### src/rtl/uart_fe_pkg.sv
package uart_fe_pkg;

  localparam int DIV_W    = 16;
  localparam int MAX_W    = 9;
  localparam int MAX_STOP = 2;
  localparam int PAY_W    = MAX_W + MAX_STOP;
  localparam int IDX_W    = $clog2(PAY_W + 1);

  typedef struct packed {
    logic             ok;
    logic [DIV_W-1:0] period;
    logic [IDX_W-1:0] nbits;
    logic [1:0]       nstop;
    logic             par_en;
    logic             par_odd;
  } fe_cfg_t;

  typedef enum logic [2:0] {
    RX_IDLE, RX_START, RX_DATA, RX_STOP, RX_REARM
  } rx_state_e;

  // Configuration decode: bit period, field width, stop count, validity.
  function automatic fe_cfg_t fe_decode(input logic [DIV_W-1:0] div,
                                        input logic over8,
                                        input logic [1:0] wlen,
                                        input logic pe,
                                        input logic po,
                                        input logic [1:0] stop);
    fe_cfg_t c;
    c.period  = over8 ? {1'b0, div[DIV_W-1:4], div[2:0]} : div;
    case (wlen)
      2'b01:   c.nbits = IDX_W'(9);
      2'b10:   c.nbits = IDX_W'(7);
      default: c.nbits = IDX_W'(8);
    endcase
    c.nstop   = (stop == 2'd2) ? 2'd2 : 2'd1;
    c.par_en  = pe;
    c.par_odd = po;
    c.ok      = (div >= DIV_W'(16)) && (wlen != 2'b11) &&
                ((stop == 2'd0) || (stop == 2'd2)) && !(over8 && div[3]);
    return c;
  endfunction

  // Bits following the start bit, LSB first; positions past the field are stop (1).
  function automatic logic [PAY_W-1:0] fe_payload(input logic [MAX_W-1:0] d,
                                                  input logic [IDX_W-1:0] nbits,
                                                  input logic pe,
                                                  input logic po);
    logic [PAY_W-1:0] p;
    logic [PAY_W-1:0] dext;
    logic             par;
    dext = {{(PAY_W-MAX_W){1'b1}}, d};
    par  = po;
    for (int i = 0; i < MAX_W; i++) begin
      if (i < int'(nbits) - 1) par = par ^ d[i];
    end
    for (int i = 0; i < PAY_W; i++) begin
      if (i < int'(nbits)) p[i] = (pe && (i == int'(nbits) - 1)) ? par : dext[i];
      else                 p[i] = 1'b1;
    end
    return p;
  endfunction

endpackage

### src/rtl/uart_fe_sync.sv
module uart_fe_sync #(
  parameter int STAGES = 2
) (
  input  logic clk,
  input  logic rst_n,
  input  logic d,
  output logic q
);
  logic [STAGES-1:0] chain_q;

  generate
    for (genvar g = 0; g < STAGES; g++) begin : g_stage
      always_ff @(posedge clk or negedge rst_n) begin
        if (!rst_n) chain_q[g] <= 1'b1;
        else if (g == 0) chain_q[g] <= d;
        else chain_q[g] <= chain_q[(g == 0) ? 0 : g-1];
      end
    end
  endgenerate

  assign q = chain_q[STAGES-1];
endmodule

### src/rtl/uart_fe_tx.sv
module uart_fe_tx
  import uart_fe_pkg::*;
(
  input  logic             clk,
  input  logic             rst_n,
  input  fe_cfg_t          cfg,
  input  logic             start,
  input  logic [MAX_W-1:0] data,
  output logic             line,
  output logic             busy,
  output logic             accept
);
  logic             busy_q, line_q;
  logic [PAY_W-1:0] pay_q;
  logic [IDX_W-1:0] idx_q, last_q;
  logic [DIV_W-1:0] cnt_q, period_q;

  assign accept = start && !busy_q && cfg.ok;

  always_ff @(posedge clk or negedge rst_n) begin
    if (!rst_n) begin
      busy_q   <= 1'b0;
      line_q   <= 1'b1;
      pay_q    <= '1;
      idx_q    <= '0;
      last_q   <= '0;
      cnt_q    <= '0;
      period_q <= '0;
    end else if (accept) begin
      busy_q   <= 1'b1;
      line_q   <= 1'b0;
      pay_q    <= fe_payload(data, cfg.nbits, cfg.par_en, cfg.par_odd);
      idx_q    <= '0;
      last_q   <= cfg.nbits + IDX_W'(cfg.nstop);
      cnt_q    <= cfg.period - DIV_W'(1);
      period_q <= cfg.period;
    end else if (busy_q) begin
      if (cnt_q != '0) begin
        cnt_q <= cnt_q - DIV_W'(1);
      end else if (idx_q == last_q) begin
        busy_q <= 1'b0;
        line_q <= 1'b1;
      end else begin
        line_q <= pay_q[0];
        pay_q  <= {1'b1, pay_q[PAY_W-1:1]};
        idx_q  <= idx_q + IDX_W'(1);
        cnt_q  <= period_q - DIV_W'(1);
      end
    end
  end

  assign line = line_q;
  assign busy = busy_q;
endmodule

### src/rtl/uart_fe_rx.sv
module uart_fe_rx
  import uart_fe_pkg::*;
(
  input  logic             clk,
  input  logic             rst_n,
  input  logic             cfg_ok,
  input  logic [DIV_W-1:0] cfg_period,
  input  logic [IDX_W-1:0] cfg_nbits,
  input  logic             cfg_par_en,
  input  logic             cfg_par_odd,
  input  logic             line,
  output logic             valid,
  output logic [MAX_W-1:0] data,
  output logic             frame_err,
  output logic             parity_err,
  output logic             glitch
);
  rx_state_e        state_q;
  logic [DIV_W-1:0] cnt_q, period_q;
  logic [IDX_W-1:0] idx_q, nb_q;
  logic             par_q, odd_q;
  logic [MAX_W-1:0] sh_q, data_q;
  logic             valid_q, ferr_q, perr_q;
  logic             bit_tick;

  assign bit_tick = (cnt_q == '0);
  assign glitch   = (state_q == RX_START) && bit_tick && line;

  always_ff @(posedge clk or negedge rst_n) begin
    if (!rst_n) begin
      state_q  <= RX_IDLE;
      cnt_q    <= '0;
      period_q <= '0;
      idx_q    <= '0;
      nb_q     <= '0;
      par_q    <= 1'b0;
      odd_q    <= 1'b0;
      sh_q     <= '0;
      data_q   <= '0;
      valid_q  <= 1'b0;
      ferr_q   <= 1'b0;
      perr_q   <= 1'b0;
    end else begin
      valid_q <= 1'b0;
      case (state_q)
        RX_IDLE: begin
          if (cfg_ok && !line) begin
            state_q  <= RX_START;
            cnt_q    <= (cfg_period >> 1) - DIV_W'(1);
            period_q <= cfg_period;
            nb_q     <= cfg_nbits;
            par_q    <= cfg_par_en;
            odd_q    <= cfg_par_odd;
          end
        end
        RX_START: begin
          if (!bit_tick) cnt_q <= cnt_q - DIV_W'(1);
          else if (line) state_q <= RX_IDLE;
          else begin
            state_q <= RX_DATA;
            cnt_q   <= period_q - DIV_W'(1);
            idx_q   <= '0;
            sh_q    <= '0;
          end
        end
        RX_DATA: begin
          if (!bit_tick) cnt_q <= cnt_q - DIV_W'(1);
          else begin
            sh_q[idx_q] <= line;
            cnt_q       <= period_q - DIV_W'(1);
            if (idx_q == nb_q - IDX_W'(1)) state_q <= RX_STOP;
            else idx_q <= idx_q + IDX_W'(1);
          end
        end
        RX_STOP: begin
          if (!bit_tick) cnt_q <= cnt_q - DIV_W'(1);
          else begin
            valid_q <= 1'b1;
            ferr_q  <= !line;
            perr_q  <= par_q && ((^sh_q) ^ odd_q);
            data_q  <= par_q ? (sh_q & ~(MAX_W'(1) << (nb_q - IDX_W'(1)))) : sh_q;
            state_q <= RX_REARM;
          end
        end
        default: begin
          if (line) state_q <= RX_IDLE;
        end
      endcase
    end
  end

  assign valid      = valid_q;
  assign data       = data_q;
  assign frame_err  = ferr_q;
  assign parity_err = perr_q;
endmodule

### src/rtl/uart_frame_engine.sv
module uart_frame_engine
  import uart_fe_pkg::*;
#(
  parameter int SYNC_STAGES = 2
) (
  input  logic             clk,
  input  logic             rst_n,
  input  logic [DIV_W-1:0] baud_div,
  input  logic             over8,
  input  logic [1:0]       wlen_code,
  input  logic             par_en,
  input  logic             par_odd,
  input  logic [1:0]       stop_code,
  output logic             cfg_ok,
  input  logic             tx_start,
  input  logic [MAX_W-1:0] tx_data,
  output logic             tx_line,
  output logic             tx_busy,
  input  logic             rx_line,
  output logic             rx_valid,
  output logic [MAX_W-1:0] rx_data,
  output logic             rx_frame_err,
  output logic             rx_parity_err
);
  fe_cfg_t cfg_w;
  logic    rx_sync;
  logic    tx_accept;
  logic    rx_glitch;

  assign cfg_w  = fe_decode(baud_div, over8, wlen_code, par_en, par_odd, stop_code);
  assign cfg_ok = cfg_w.ok;

  uart_fe_tx tx_i (
    .clk    (clk),
    .rst_n  (rst_n),
    .cfg    (cfg_w),
    .start  (tx_start),
    .data   (tx_data),
    .line   (tx_line),
    .busy   (tx_busy),
    .accept (tx_accept)
  );

  uart_fe_sync #(.STAGES(SYNC_STAGES)) sync_i (
    .clk   (clk),
    .rst_n (rst_n),
    .d     (rx_line),
    .q     (rx_sync)
  );

  uart_fe_rx rx_i (
    .clk         (clk),
    .rst_n       (rst_n),
    .cfg_ok      (cfg_w.ok),
    .cfg_period  (cfg_w.period),
    .cfg_nbits   (cfg_w.nbits),
    .cfg_par_en  (cfg_w.par_en),
    .cfg_par_odd (cfg_w.par_odd),
    .line        (rx_sync),
    .valid       (rx_valid),
    .data        (rx_data),
    .frame_err   (rx_frame_err),
    .parity_err  (rx_parity_err),
    .glitch      (rx_glitch)
  );
endmodule

### config.mk
export PLATFORM = sky130hd
export DESIGN_NAME = uart_frame_engine
export DESIGN_NICKNAME = d
export VERILOG_FILES = /design/src/rtl/uart_fe_pkg.sv /design/src/rtl/uart_fe_sync.sv /design/src/rtl/uart_fe_tx.sv /design/src/rtl/uart_fe_rx.sv /design/src/rtl/uart_frame_engine.sv
export SDC_FILE = /design/constraint.sdc
export NUM_CORES = 1
export LEC_CHECK = 0
export BUFFER_PORTS_ARGS = -buffer_cell sky130_fd_sc_hd__buf_4
export CORE_UTILIZATION = 30
export CTS_BUF_LIST = sky130_fd_sc_hd__clkbuf_16
export CTS_CLUSTER_DIAMETER = 80
export CTS_CLUSTER_SIZE = 30
export DETAILED_ROUTE_END_ITERATION = 8
export GPL_TIMING_DRIVEN = 0
export PLACE_DENSITY = 0.41
export SYNTH_ARGS = -nofsm -noshare
export SYNTH_HDL_FRONTEND = slang
export SYNTH_SLANG_ARGS = --single-unit
### constraint.sdc
create_clock -name clk -period 3.5 [get_ports clk]
set_input_delay 0.175 -clock clk [delete_from_list [all_inputs] [get_ports clk]]
set_output_delay 0.175 -clock clk [all_outputs]
set_load 0.005 [all_outputs]
==> flow_summary.yaml <==
synth:
  synthFlopType: "dfrtp_1"
  syn_nets: 931
  ys_top_cells_by_area: "dfrtp_1, nand2_1, o21ai_0"
  synth_top_area_share_pct: 34.3
  synth-edff-count: 0
  synth_warnings: 0
  synth_cell_types: 92
  netlist_instances: 872
  ys_ff_latch: 119
  yosysSeqAreaShare_pct: 39.1
  yosysTopAreaCell: "dfrtp_1"
  avgSynthCellArea_um2: 8.79
  synthArstFlopShare_pct: 100
  synth_area_um2: 7660
clock_tree:
  clockBufferDepth: 2
  postCtsResizedCells: 0
  clkSinkCount: 119
  h-tree-depth: 4
  cts_root_buffer: "clkbuf_16"
  post-cts-setup-buffer-count: 0
  numCtsBuffers: 17
  cts_tree: "built"
  path_clk_slew_ns: 0.06
  clk_latency_ns: 0.43
critical_path:
  slowest_stage: "or4_4"
  crit_path_max_fanout: 10
  start_kind: "flop"
  crit_type: "reg -> reg"
  required_ns: 3.85
  regToRegStartpoint: "tx_i.cnt_q[14]$_DFFE_PN0P_"
  cpPeakStageDelay_ns: 0.57
  cp_cell_sequence: "or4_4, nor4_4, buf_6, clkbuf_8, a21oi_1, o21a_1, ha_1, o21ai_4, nor2_1, a221o_1, a22oi_2"
  cp_top_family: "simple AND/OR/NAND/NOR gates"
  crit_path_start: "tx_i.cnt_q[14]$_DFFE_PN0P_"
  arrival_ns: 3.51
  path_buf_inv: 2
  endpoint_kind: "flop"
drt:
  finalWirelength_um: 23700
  drtAntennaViolNets: 0
  drt-wirelength-per-cell_um: 18.4
  drt_pass1_iterations: 7
  vias: 6586
  drt-initial-drc-count: 397
  drcViolationCount: 1
  vias_per_cell: 5.11
sta:
  setup_violations: 0
  worst_slack_ns: 0.341
  drv_slew: 0
  skew_ns: 0.0135
  final.min_clock_period_ns: 3.16
  tightest_slew_ns: 1.08
  min_period_over_period_pct: 90.3
  timing.fmax_mhz: 317
  slew_headroom_pct: 27.1
  hold_viol: 0
  rsz0062_at_grt: "false"
global_route:
  grt_remaining_overflow: 0
  grt_pass1_wl_um: 38500
  grt_antenna_before_repair: 0
  grt_max_degree: 71
  grt_usage_pct: 19.1
  grt_pass1_vias: 6735
final_layout:
  fin_util_pct: 36.4
  n_antenna_cell: 0
  drive_gt1_share_pct: 16.3
  syn2layout_area_growth_pct: 19.2
  fill_cells: 2693
  nNetsFinal: 1005
floorplanning:
  die_y_um: 162
  num_rows: 58
  ios: 51
  core_area_um2: 25100
  die_x_um: 162
  fp.dieArea_um2: 26200
  start_util_pct: 30.5
power_and_ir_drop:
  cellLeakagePower_nw: 3.92
  p_per_area_nw_per_um2: 523
  vdd_drop_max_v: 0.000243
worst_hold_path:
  hp-start: "baud_div[0]"
  hold_path.class: "in -> reg"
placed_design:
  place_worst_setup_slack_ns: -0.342
  io_buffer_count: 50
  routabilityCongestion: 0.803
  hpwl_um: 17700
run_status:
  outcome: "complete, but fails checks"
  violations: "design-rule violations"
run:
  cap_violations: 0
kinds of logic after synthesis:
logic type / Yosys count / share of synthesized area (%)
buffers and inverters: 69 / 4.54
xor gates and xnor gates: 63 / 7.20
and+or+nand+nor: 336 / 21.5
AOI/OAI and AO/OA: 236 / 20.2
DFF: 119 / 39.1
adders and majority gates: 24 / 3.98
muxes: 25 / 3.45
cell usage after synthesis (all sizes together) (4+ instances only):
cell type,n
buf,14
o22ai,10
o31a,4
xnor2,38
mux2i,17
o21a,4
nor3,32
nand2b,6
a21boi,5
dfrtp,105
a211o,4
o31ai,5
clkbuf,25
or4,4
or2,4
nand3,26
inv,30
nor4,17
nand2,138
xor2,25
mux2,8
nand4,11
and2,4
a221oi,7
a31oi,14
ha,22
a311oi,5
or3,8
a211oi,9
nor2,67
o21ai,91
dfstp,14
a21oi,46
layout by cell type, fill, tap and decap left out, types with 11 or more instances in the layout:
cell         n
inv_1       30
ha_1        22
mux2i_1     16
nor4_1      13
clkbuf_16   21
buf_4       49
o21ai_0     83
nand4_1     11
nand3_1     26
xor2_1      25
nand2_1    136
a31oi_1     14
a21oi_1     44
xnor2_1     38
nor2_1      65
dfrtp_1    105
nor3_1      29
clkbuf_1    20
dfstp_2     14
per-layer routing:
metal | share of wire (%) | vias to the layer above | track usage, %
met2 | 47 | 103 | 30.5
met3 | 2.9 | 16 | 3.09
li1 | - | 3275 | -
met4 | 1.0 | 0 | 5.27
met5 | 0 | - | 0
met1 | 49 | 3192 | 26.6
what timing repair did:
| item | CTS | global route |
|---|---|---|
| hold buffers | 5 | 0 |
| endpoints found under the hold margin | 41 | 0 |
| endpoints found under the setup margin | 0 | 1 |
where the power goes:
part / leakage [nW] / total (mW) / switching, mW / internal, mW
combinational: 2.13 / 1.05 / 0.585 / 0.460
clock: 0.307 / 1.80 / 0.719 / 1.08
sequential: 1.48 / 1.93 / 0.254 / 1.67
worst min-delay path: cells and delay by family:
kind                   cells  cell delay (ns)
buffers and inverters      1             0.11
and+or+nand+nor            2             0.13
layout make-up:
| class | instances | area (um^2) | share of cell area, % |
|---|---|---|---|
| Clock buffer | 21 | 526 | 5.75 |
| Timing Repair Buffer | 56 | 457 | 5.00 |
| Clock inverter | 11 | 80.1 | 0.877 |
| Multi-Input combinational cell | 684 | 4320 | 47.3 |
| Buffer | 38 | 231 | 2.53 |
| Sequential cell | 119 | 3000 | 32.8 |
| Tap cell | 330 | 413 | 4.52 |
| Inverter | 30 | 113 | 1.23 |
sequential cells by signal, indices dropped and copies added, names as in the netlist, 3 cells and up:
name	flops
rx_i.cnt_q	16
tx_i.last_q	3
tx_i.period_q	16
tx_i.cnt_q	16
rx_i.data	9
rx_i.period_q	16
tx_i.pay_q	11
rx_i.sh_q	9
rx_i.state_q	3
rx_i.nb_q	3
tx_i.idx_q	4
rx_i.idx_q	4
final timing paths:
path                       depth (start not counted)                      endpoint  slack, ns
setup / recovery                                  11     tx_i.cnt_q[8]$_DFFE_PN0P_       0.34
hold / removal                                     3  tx_i.period_q[0]$_DFFE_PN0P_       0.02
setup reg to reg                                  11     tx_i.cnt_q[8]$_DFFE_PN0P_       0.34
hold reg to reg                                    0            sync_i.q$_DFF_PN1_       0.36
max in group asynchronous                          3    rx_i.cnt_q[13]$_DFFE_PN0P_       2.47
min in group asynchronous                          2   rx_i.parity_err$_DFFE_PN0P_       0.27
stage by stage:
stage	total power, mW	hold WS [ns]	setup TNS (ns)	instance area (um^2)	std cells
2_1_floorplan	2.63	-0.121	0	7660	872
6_report	4.78	0.0232	0	9130	1289
3_3_place_gp	2.99	0.288	-1.65	8450	1252
3_5_place_dp	2.99	0.161	-1.27	8480	1253
5_1_grt	5.05	0.0126	0	9130	1289
4_1_cts	4.82	0.00540	0	9140	1290
(Power assumes the default switching activity.)
